**config.mk**
```make
export PLATFORM = sky130hd
export DESIGN_NAME = ssp_reg_front
export DESIGN_NICKNAME = d
export VERILOG_FILES = /design/src/rtl/ssp_regs_pkg.sv /design/src/rtl/ssp_status_word.sv /design/src/rtl/ssp_tx_packer.sv /design/src/rtl/ssp_cs_drive.sv /design/src/rtl/ssp_reg_front.sv
export SDC_FILE = /design/constraint.sdc
export NUM_CORES = 1
export LEC_CHECK = 0
export BUFFER_PORTS_ARGS = -buffer_cell sky130_fd_sc_hd__buf_4
export CAP_MARGIN = 40
export CORE_ASPECT_RATIO = 0.7
export CORE_MARGIN = 2
export CORE_UTILIZATION = 55
export CTS_CLUSTER_SIZE = 12
export DETAILED_ROUTE_END_ITERATION = 16
export PLACE_DENSITY = 0.84
export SYNTH_ARGS = -nofsm -noshare
export SYNTH_HDL_FRONTEND = slang
export SYNTH_SLANG_ARGS = --single-unit
```
**constraint.sdc**
```tcl
create_clock -name clk -period 18.1 [get_ports clk]
set_input_delay 3.62 -clock clk [delete_from_list [all_inputs] [get_ports clk]]
set_output_delay 3.62 -clock clk [all_outputs]
set_load 0.03 [all_outputs]
```
**src/rtl/ssp_regs_pkg.sv**
```systemverilog
package ssp_regs_pkg;

    localparam int unsigned OFS_CTRL0   = 32'h00;
    localparam int unsigned OFS_CTRL1   = 32'h04;
    localparam int unsigned OFS_CTRL2   = 32'h08;
    localparam int unsigned OFS_STATUS  = 32'h0C;
    localparam int unsigned OFS_IRQCTL  = 32'h10;
    localparam int unsigned OFS_IRQSTAT = 32'h14;
    localparam int unsigned OFS_DATA    = 32'h18;
    localparam int unsigned OFS_VERSION = 32'h60;
    localparam int unsigned OFS_FEATURE = 32'h64;

    localparam logic [31:0] VERSION_WORD = 32'h0001_1901;
    localparam logic [31:0] FEATURE_WORD = 32'h660F_0F1F;
    localparam logic [31:0] IRQCTL_RESET = 32'h0000_2200;

    localparam logic [2:0] FMT_SPI = 3'd1;
    localparam logic [2:0] FMT_I2S = 3'd3;

    // control word 2 bit positions
    localparam int C2_ENABLE  = 0;
    localparam int C2_RXFLUSH = 2;
    localparam int C2_TXFLUSH = 3;
    localparam int C2_SOFTRST = 6;
    localparam int C2_RXEN    = 7;
    localparam int C2_CSLEVEL = 9;
    // control word 0 bit positions
    localparam int C0_FLASH   = 11;

    typedef enum logic [0:0] {
        ST_IDLE  = 1'b0,
        ST_RDATA = 1'b1
    } rd_state_e;

endpackage

```
**src/rtl/ssp_status_word.sv**
```systemverilog
module ssp_status_word #(
    parameter int LVL_W      = 7,
    parameter int FIFO_BYTES = 64,
    parameter int FIFO_WORDS = 16
) (
    input  logic [6:0]       width_bits,
    input  logic [2:0]       fmt,
    input  logic [LVL_W-1:0] tx_lvl,
    input  logic [LVL_W-1:0] rx_lvl,
    input  logic             busy,
    output logic [31:0]      status
);
    import ssp_regs_pkg::*;

    logic [3:0]       divisor;
    logic [LVL_W-1:0] tx_words;
    logic [LVL_W-1:0] rx_words;

    always_comb begin
        divisor = width_bits[6:3];
        if (divisor == 4'd0) divisor = 4'd1;
        tx_words = tx_lvl / LVL_W'(divisor);
        rx_words = rx_lvl / LVL_W'(divisor);
    end

    always_comb begin
        status        = '0;
        status[2]     = busy;
        status[1]     = (tx_lvl < LVL_W'(FIFO_BYTES));
        status[16:12] = 5'(tx_words);
        unique case (fmt)
            FMT_SPI: begin
                status[0]   = 1'b1;
                status[8:4] = 5'(FIFO_WORDS);
            end
            FMT_I2S: begin
                status[0]   = (rx_lvl == LVL_W'(FIFO_BYTES));
                status[8:4] = 5'(rx_words);
            end
            default: ;
        endcase
    end

endmodule

```
**src/rtl/ssp_tx_packer.sv**
```systemverilog
module ssp_tx_packer #(
    parameter int LVL_W      = 7,
    parameter int FIFO_BYTES = 64
) (
    input  logic [6:0]       width_bits,
    input  logic [LVL_W-1:0] tx_lvl,
    output logic [2:0]       push_cnt
);
    logic [2:0]       need;
    logic [LVL_W-1:0] room;

    always_comb begin
        need = 3'd1;
        if (width_bits > 7'd8)  need = need + 3'd1;
        if (width_bits > 7'd16) need = need + 3'd1;
        if (width_bits > 7'd24) need = need + 3'd1;
        if (tx_lvl >= LVL_W'(FIFO_BYTES)) room = '0;
        else room = LVL_W'(FIFO_BYTES) - tx_lvl;
        if (room < LVL_W'(need)) push_cnt = 3'(room);
        else push_cnt = need;
    end

endmodule

```
**src/rtl/ssp_cs_drive.sv**
```systemverilog
module ssp_cs_drive #(
    parameter int NUM_CS = 4,
    parameter int SEL_W  = 2
) (
    input  logic              clk,
    input  logic              rst_n,
    input  logic              upd,
    input  logic [SEL_W-1:0]  sel,
    input  logic              level,
    output logic [NUM_CS-1:0] cs
);
    for (genvar i = 0; i < NUM_CS; i++) begin : g_line
        always_ff @(posedge clk or negedge rst_n) begin
            if (!rst_n) cs[i] <= 1'b1;
            else if (upd && sel == SEL_W'(i)) cs[i] <= level;
        end
    end

endmodule

```
**src/rtl/ssp_reg_front.sv**
```systemverilog
module ssp_reg_front #(
    parameter int ADDR_W     = 12,
    parameter int FIFO_WORDS = 16,
    parameter int NUM_CS     = 4,
    parameter int FIFO_BYTES = FIFO_WORDS * 4,
    parameter int LVL_W      = $clog2(FIFO_BYTES + 1)
) (
    input  logic              clk,
    input  logic              rst_n,
    input  logic              bus_sel,
    input  logic              bus_wr,
    input  logic [ADDR_W-1:0] bus_addr,
    input  logic [31:0]       bus_wdata,
    output logic [31:0]       bus_rdata,
    output logic              bus_rvalid,
    input  logic [LVL_W-1:0]  tx_level,
    input  logic [LVL_W-1:0]  rx_level,
    input  logic              engine_busy,
    input  logic [31:0]       rx_word,
    input  logic [31:0]       irq_status,
    output logic [31:0]       ctrl0,
    output logic [31:0]       ctrl1,
    output logic [31:0]       ctrl2,
    output logic [31:0]       irq_ctrl,
    output logic [NUM_CS-1:0] cs_lines,
    output logic              tx_push,
    output logic [2:0]        tx_push_cnt,
    output logic [31:0]       tx_push_data,
    output logic              tx_flush,
    output logic              rx_flush,
    output logic              soft_reset,
    output logic              rx_pop,
    output logic              irq_status_rd
);
    import ssp_regs_pkg::*;

    localparam int SEL_W = 2;

    rd_state_e   state, state_nx;
    logic        wr_req, rd_req;
    logic        hit_c0, hit_c1, hit_c2, hit_st, hit_ic, hit_is, hit_dt, hit_ver, hit_fea;
    logic [6:0]  width_bits;
    logic [31:0] status_w;
    logic [2:0]  pack_cnt;
    logic [31:0] c2_next;
    logic        cs_upd;
    logic [31:0] rd_mux;

    assign wr_req  = bus_sel &  bus_wr;
    assign rd_req  = bus_sel & ~bus_wr;
    assign hit_c0  = (bus_addr == ADDR_W'(OFS_CTRL0));
    assign hit_c1  = (bus_addr == ADDR_W'(OFS_CTRL1));
    assign hit_c2  = (bus_addr == ADDR_W'(OFS_CTRL2));
    assign hit_st  = (bus_addr == ADDR_W'(OFS_STATUS));
    assign hit_ic  = (bus_addr == ADDR_W'(OFS_IRQCTL));
    assign hit_is  = (bus_addr == ADDR_W'(OFS_IRQSTAT));
    assign hit_dt  = (bus_addr == ADDR_W'(OFS_DATA));
    assign hit_ver = (bus_addr == ADDR_W'(OFS_VERSION));
    assign hit_fea = (bus_addr == ADDR_W'(OFS_FEATURE));

    ssp_status_word #(
        .LVL_W(LVL_W), .FIFO_BYTES(FIFO_BYTES), .FIFO_WORDS(FIFO_WORDS)
    ) u_status (
        .width_bits(width_bits),
        .fmt       (ctrl0[14:12]),
        .tx_lvl    (tx_level),
        .rx_lvl    (rx_level),
        .busy      (engine_busy),
        .status    (status_w)
    );

    ssp_tx_packer #(
        .LVL_W(LVL_W), .FIFO_BYTES(FIFO_BYTES)
    ) u_packer (
        .width_bits(width_bits),
        .tx_lvl    (tx_level),
        .push_cnt  (pack_cnt)
    );

    // command bits never persist; soft reset in flash mode raises the select level
    always_comb begin
        c2_next = bus_wdata;
        c2_next[C2_SOFTRST] = 1'b0;
        c2_next[C2_TXFLUSH] = 1'b0;
        c2_next[C2_RXFLUSH] = 1'b0;
        if (bus_wdata[C2_SOFTRST] && ctrl0[C0_FLASH]) c2_next[C2_CSLEVEL] = 1'b1;
    end

    assign cs_upd = wr_req && hit_c2 && ctrl0[C0_FLASH];

    ssp_cs_drive #(
        .NUM_CS(NUM_CS), .SEL_W(SEL_W)
    ) u_cs (
        .clk  (clk),
        .rst_n(rst_n),
        .upd  (cs_upd),
        .sel  (bus_wdata[11:10]),
        .level(c2_next[C2_CSLEVEL]),
        .cs   (cs_lines)
    );

    // register file
    always_ff @(posedge clk or negedge rst_n) begin
        if (!rst_n) begin
            ctrl0      <= '0;
            ctrl1      <= '0;
            ctrl2      <= '0;
            irq_ctrl   <= IRQCTL_RESET;
            width_bits <= 7'd8;
        end else if (wr_req) begin
            if (hit_c0) ctrl0 <= bus_wdata;
            if (hit_c1) begin
                ctrl1      <= bus_wdata;
                width_bits <= {1'b0, bus_wdata[21:16]} + 7'd1;
            end
            if (hit_c2) ctrl2 <= c2_next;
            if (hit_ic) irq_ctrl <= bus_wdata;
        end
    end

    // one-cycle command strobes and transmit push
    always_ff @(posedge clk or negedge rst_n) begin
        if (!rst_n) begin
            tx_flush     <= 1'b0;
            rx_flush     <= 1'b0;
            soft_reset   <= 1'b0;
            tx_push      <= 1'b0;
            tx_push_cnt  <= '0;
            tx_push_data <= '0;
        end else begin
            tx_flush   <= wr_req && hit_c2 && (bus_wdata[C2_SOFTRST] || bus_wdata[C2_TXFLUSH]);
            rx_flush   <= wr_req && hit_c2 && (bus_wdata[C2_SOFTRST] || bus_wdata[C2_RXFLUSH]);
            soft_reset <= wr_req && hit_c2 && bus_wdata[C2_SOFTRST];
            tx_push    <= wr_req && hit_dt && ctrl2[C2_ENABLE] && (pack_cnt != 3'd0);
            if (wr_req && hit_dt) begin
                tx_push_cnt  <= pack_cnt;
                tx_push_data <= bus_wdata;
            end
        end
    end

    assign rx_pop        = rd_req && hit_dt && ctrl2[C2_ENABLE] && ctrl2[C2_RXEN];
    assign irq_status_rd = rd_req && hit_is;

    always_comb begin
        rd_mux = '0;
        if (hit_c0)  rd_mux = ctrl0;
        if (hit_c1)  rd_mux = ctrl1;
        if (hit_c2)  rd_mux = ctrl2;
        if (hit_st)  rd_mux = status_w;
        if (hit_ic)  rd_mux = irq_ctrl;
        if (hit_is)  rd_mux = irq_status;
        if (hit_dt)  rd_mux = rx_pop ? rx_word : 32'd0;
        if (hit_ver) rd_mux = VERSION_WORD;
        if (hit_fea) rd_mux = FEATURE_WORD;
    end

    always_ff @(posedge clk or negedge rst_n) begin
        if (!rst_n) bus_rdata <= '0;
        else if (rd_req) bus_rdata <= rd_mux;
    end

    // read sequencer: state register
    always_ff @(posedge clk or negedge rst_n) begin
        if (!rst_n) state <= ST_IDLE;
        else state <= state_nx;
    end

    // read sequencer: transitions
    always_comb begin
        state_nx = state;
        unique case (state)
            ST_IDLE:  state_nx = rd_req ? ST_RDATA : ST_IDLE;
            ST_RDATA: state_nx = rd_req ? ST_RDATA : ST_IDLE;
            default:  state_nx = ST_IDLE;
        endcase
    end

    // read sequencer: outputs
    always_comb begin
        bus_rvalid = (state == ST_RDATA);
    end

endmodule

```
==> flow_metrics.tcl <==
set metrics [dict create \
    p_sw_w 0.000266 \
    fin_area_mm2 0.0151 \
    worst_path_max_delay_cell "or4b_2" \
    ir_worst_vdd_mv 0.0621 \
    path_class "input port to register" \
    hold_viol 0 \
    die_w_um 177 \
    grt_max_degree 131 \
    synth_top_family_by_area "compound AO/OA/AOI/OAI gates" \
    syn2layout_area_growth_pct 30.3 \
    yosys_warnings 0 \
    cts.clk_slew.worst_paths_ps 60 \
    cts_max_path_buffers 3 \
    layout-drive-gt1-share 0.387 \
    wl_um 42400 \
    regArea_mm2 0.00521 \
    clkLatencyLatePin_ps 510 \
    hp-class "register to register" \
    grt_setup_unrepaired "no" \
    fin_nets 1633 \
    grt_pass1_wl_um 64700 \
    cts-root-buf "clkbuf_16" \
    grt_overflow 0 \
    synth_fa_ha_area_frac 0.0476 \
    netlist-cell-type-count 83 \
    worstPathRequired_ps 18480 \
    wl_per_cell_um 24.2 \
    maxCapViolations 0 \
    critPathCaptureType "register" \
    arrival_ps 12070 \
    power_w 0.00104 \
    utilization 0.729 \
    clock-sinks 208 \
    crit_top_cell "ha_1" \
    drc 0 \
    p_sw_frac 0.254 \
    synth_compound_area_frac 0.169 \
    crit_path_max_incr_delay_ps 670 \
    fin_tns_setup_ps 0 \
    numPortBuffers 329 \
    drv_slew 0 \
    powerDensity_mw_per_mm2 69.3 \
    drtPass1Iterations 5 \
    synth_ff_type "dfrtp_1" \
    max_freq_ghz 0.0855 \
    coreArea_mm2 0.0207 \
    worst_hold_slack_ps 484 \
    antenna_found_initial 0 \
    die_y_um 125 \
    grt_pass1_vias 11000 \
    grtUsageTotal 0.379 \
    avgSynthCellArea_um2 10.1 \
    yosys.area_share.xor_xnor 0.0144 \
    avgViaCountPerCell 6.35 \
    fp.dieArea_mm2 0.0222 \
    skew_ps 14.4 \
    pwr-share-comb 0.126 \
    drt-initial-drc-count 1095 \
    synth.area.mux_share 0.145 \
    synthArstFlopShare 1.00 \
    ys_seq_area_frac 0.451 \
    std_cell_rows 44 \
    syn_area_mm2 0.0116 \
    clockPowerShare 0.420 \
    synth_edf_count 0 \
    leakage_nw 7.66 \
    hold_buffers 0 \
    final_antenna_net_count 0 \
    htreeDepth 1 \
    cts-buffers-inserted 22 \
    gp_congestion 0.932 \
    relSlewSlack 0.282 \
    critPathLaunchType "input port" \
    fillCellCount 1511 \
    initial_core_util 0.559 \
    dpl_cell_area_mm2 0.0144 \
    period_share 0.646 \
    dpl.hpwl_um 30300 \
    p_int_w 0.000779 \
    syn_inst 1149 \
    synth-seq-cells 208 \
    cts_tree "yes" \
    yosys.area_share.simple 0.140 \
    worst_pin_slew_ps 1080 \
    cp_max_fo 7 \
    seqPwrFrac 0.454 \
    io_pins 333 \
    vias 11100 \
    n_antenna_cell 0 \
    cts_setup_buffers 0 \
    multiInputGateArea_mm2 0.00603 \
    status "finished, final reports clean" \
    cts_resized 0 \
    setup_viol 0 \
    period_minus_slack_ps 11690 \
]
[placed cells by master, fill, tap and decap left out, types with 5 or more instances in the layout]
| cell type | Yosys | final |
|---|---|---|
| nand3_1 | 14 | 13 |
| or2_2 | 7 | 7 |
| mux2i_1 | 6 | 6 |
| nor4_1 | 5 | 5 |
| a31oi_1 | 21 | 21 |
| or3_1 | 9 | 9 |
| ha_1 | 44 | 44 |
| clkbuf_16 | 0 | 23 |
| o21ai_0 | 59 | 59 |
| nor2b_1 | 6 | 6 |
| a22oi_1 | 17 | 17 |
| clkbuf_1 | 49 | 8 |
| xnor2_1 | 15 | 15 |
| buf_4 | 3 | 349 |
| dfstp_2 | 7 | 7 |
| and2_1 | 9 | 9 |
| o221ai_1 | 6 | 6 |
| o22ai_1 | 7 | 7 |
| a222oi_1 | 15 | 15 |
| nand2_1 | 170 | 170 |
| a21o_1 | 9 | 9 |
| a21oi_1 | 57 | 57 |
| nor2_2 | 0 | 5 |
| o21a_1 | 10 | 10 |
| nor2_1 | 70 | 62 |
| a211oi_1 | 6 | 6 |
| dfrtp_1 | 201 | 201 |
| a221oi_1 | 20 | 20 |
| nand2b_1 | 14 | 14 |
| inv_1 | 30 | 30 |
| o31ai_1 | 10 | 10 |
| mux2_2 | 140 | 140 |
| nand4_1 | 5 | 5 |
| nor3_1 | 17 | 15 |
[kinds of logic (layout without fill, tap and decap cells)]
family	count (synthesis)	in the layout
xor gates and xnor gates	19	19
AOI/OAI and AO/OA	281	281
DFF	208	208
muxes	148	148
other	1	3
buffers and inverters	96	419
and+or+nand+nor	352	352
adders and majority gates	44	44
[power by group through the flow]
stage / clock network (W) / logic (W) / registers (W)
2_1_floorplan: 0 / 0.0000549 / 0.000493
3_3_place_gp: 0 / 0.000126 / 0.000483
3_5_place_dp: 0 / 0.000129 / 0.000483
4_1_cts: 0.000439 / 0.000130 / 0.000474
5_1_grt: 0.000460 / 0.000142 / 0.000475
6_report: 0.000439 / 0.000132 / 0.000475
[flip-flops by register name, summed over array words and instances, names as in the netlist]
register,flops
bus_rdata,32
ctrl0,32
ctrl1,32
irq_ctrl,32
tx_push_data,32
ctrl2,29
width_bits,7
u_cs.cs,4
tx_push_cnt,3
bus_rvalid,1
rx_flush,1
soft_reset,1
tx_flush,1
tx_push,1
[worst max-delay path: cells and delay by family]
kind	cells	cell delay [ps]
AO/OA/AOI/OAI	14	2930
XOR/XNOR	1	270
adder cells (fa/ha/maj)	6	1870
buffers and inverters	1	120
multiplexers	1	300
AND/OR/NAND/NOR	15	2950
[final timing paths]
path / from / end / slack, ps / cells past startpoint
min in group asynchronous: rst_n / tx_push_data[5] / 3140 / 1
worst max-delay path: rx_level[6] / bus_rdata[4] / 6410 / 38
max in group asynchronous: rst_n / ctrl1[29] / 13740 / 3
worst max register to register: width_bits[6] / bus_rdata[4] / 8010 / 39
worst min-delay path: width_bits[0] / width_bits[0] / 480 / 2
worst min register to register: width_bits[0] / width_bits[0] / 480 / 2
[cell usage after synthesis, types with 5 or more instances]
cell / count / area, um2
a222oi_1: 15 / 150
nand3_1: 14 / 70.1
buf_2: 10 / 50.1
inv_1: 30 / 113
mux2i_1: 6 / 60.1
a22oi_1: 17 / 128
or2_2: 7 / 43.8
nand2_1: 170 / 638
nor4_1: 5 / 31.3
a211oi_1: 6 / 45.0
clkbuf_1: 49 / 184
nand2b_1: 14 / 87.6
a21oi_1: 57 / 285
dfstp_2: 7 / 184
a221oi_1: 20 / 175
ha_1: 44 / 551
nand4_1: 5 / 31.3
a31oi_1: 21 / 131
dfrtp_1: 201 / 5030
nor3_1: 17 / 85.1
o221ai_1: 6 / 52.6
o21a_1: 10 / 75.1
nor2_1: 70 / 263
a21o_1: 9 / 67.6
mux2_2: 140 / 1580
o22ai_1: 7 / 43.8
xnor2_1: 15 / 131
and2_1: 9 / 56.3
or3_1: 9 / 56.3
o21ai_0: 59 / 295
o31ai_1: 10 / 75.1
nor2b_1: 6 / 37.5
[layout make-up]
type | instances | share of cell area
clock buffers | 33 | 0.0420
clock inverters | 3 | 0.00265
inverters | 30 | 0.00747
multi-input cells | 847 | 0.400
flip-flops and latches | 208 | 0.346
well taps | 276 | 0.0229
repair buffers | 353 | 0.179
[metal layers]
| layer | track usage | share of wire |
|---|---|---|
| met5 | 0 | 0 |
| met4 | 0.135 | 0.036 |
| met3 | 0.0985 | 0.13 |
| met2 | 0.600 | 0.45 |
| met1 | 0.506 | 0.39 |
[through the flow]
step,instances,setup WS (ps)
2_1_floorplan,1151,7200
3_3_place_gp,1710,6330
3_5_place_dp,1713,6020
4_1_cts,1749,6550
5_1_grt,1750,5830
6_report,1750,6410
Note: power is estimated with default switching activity, not from simulation.
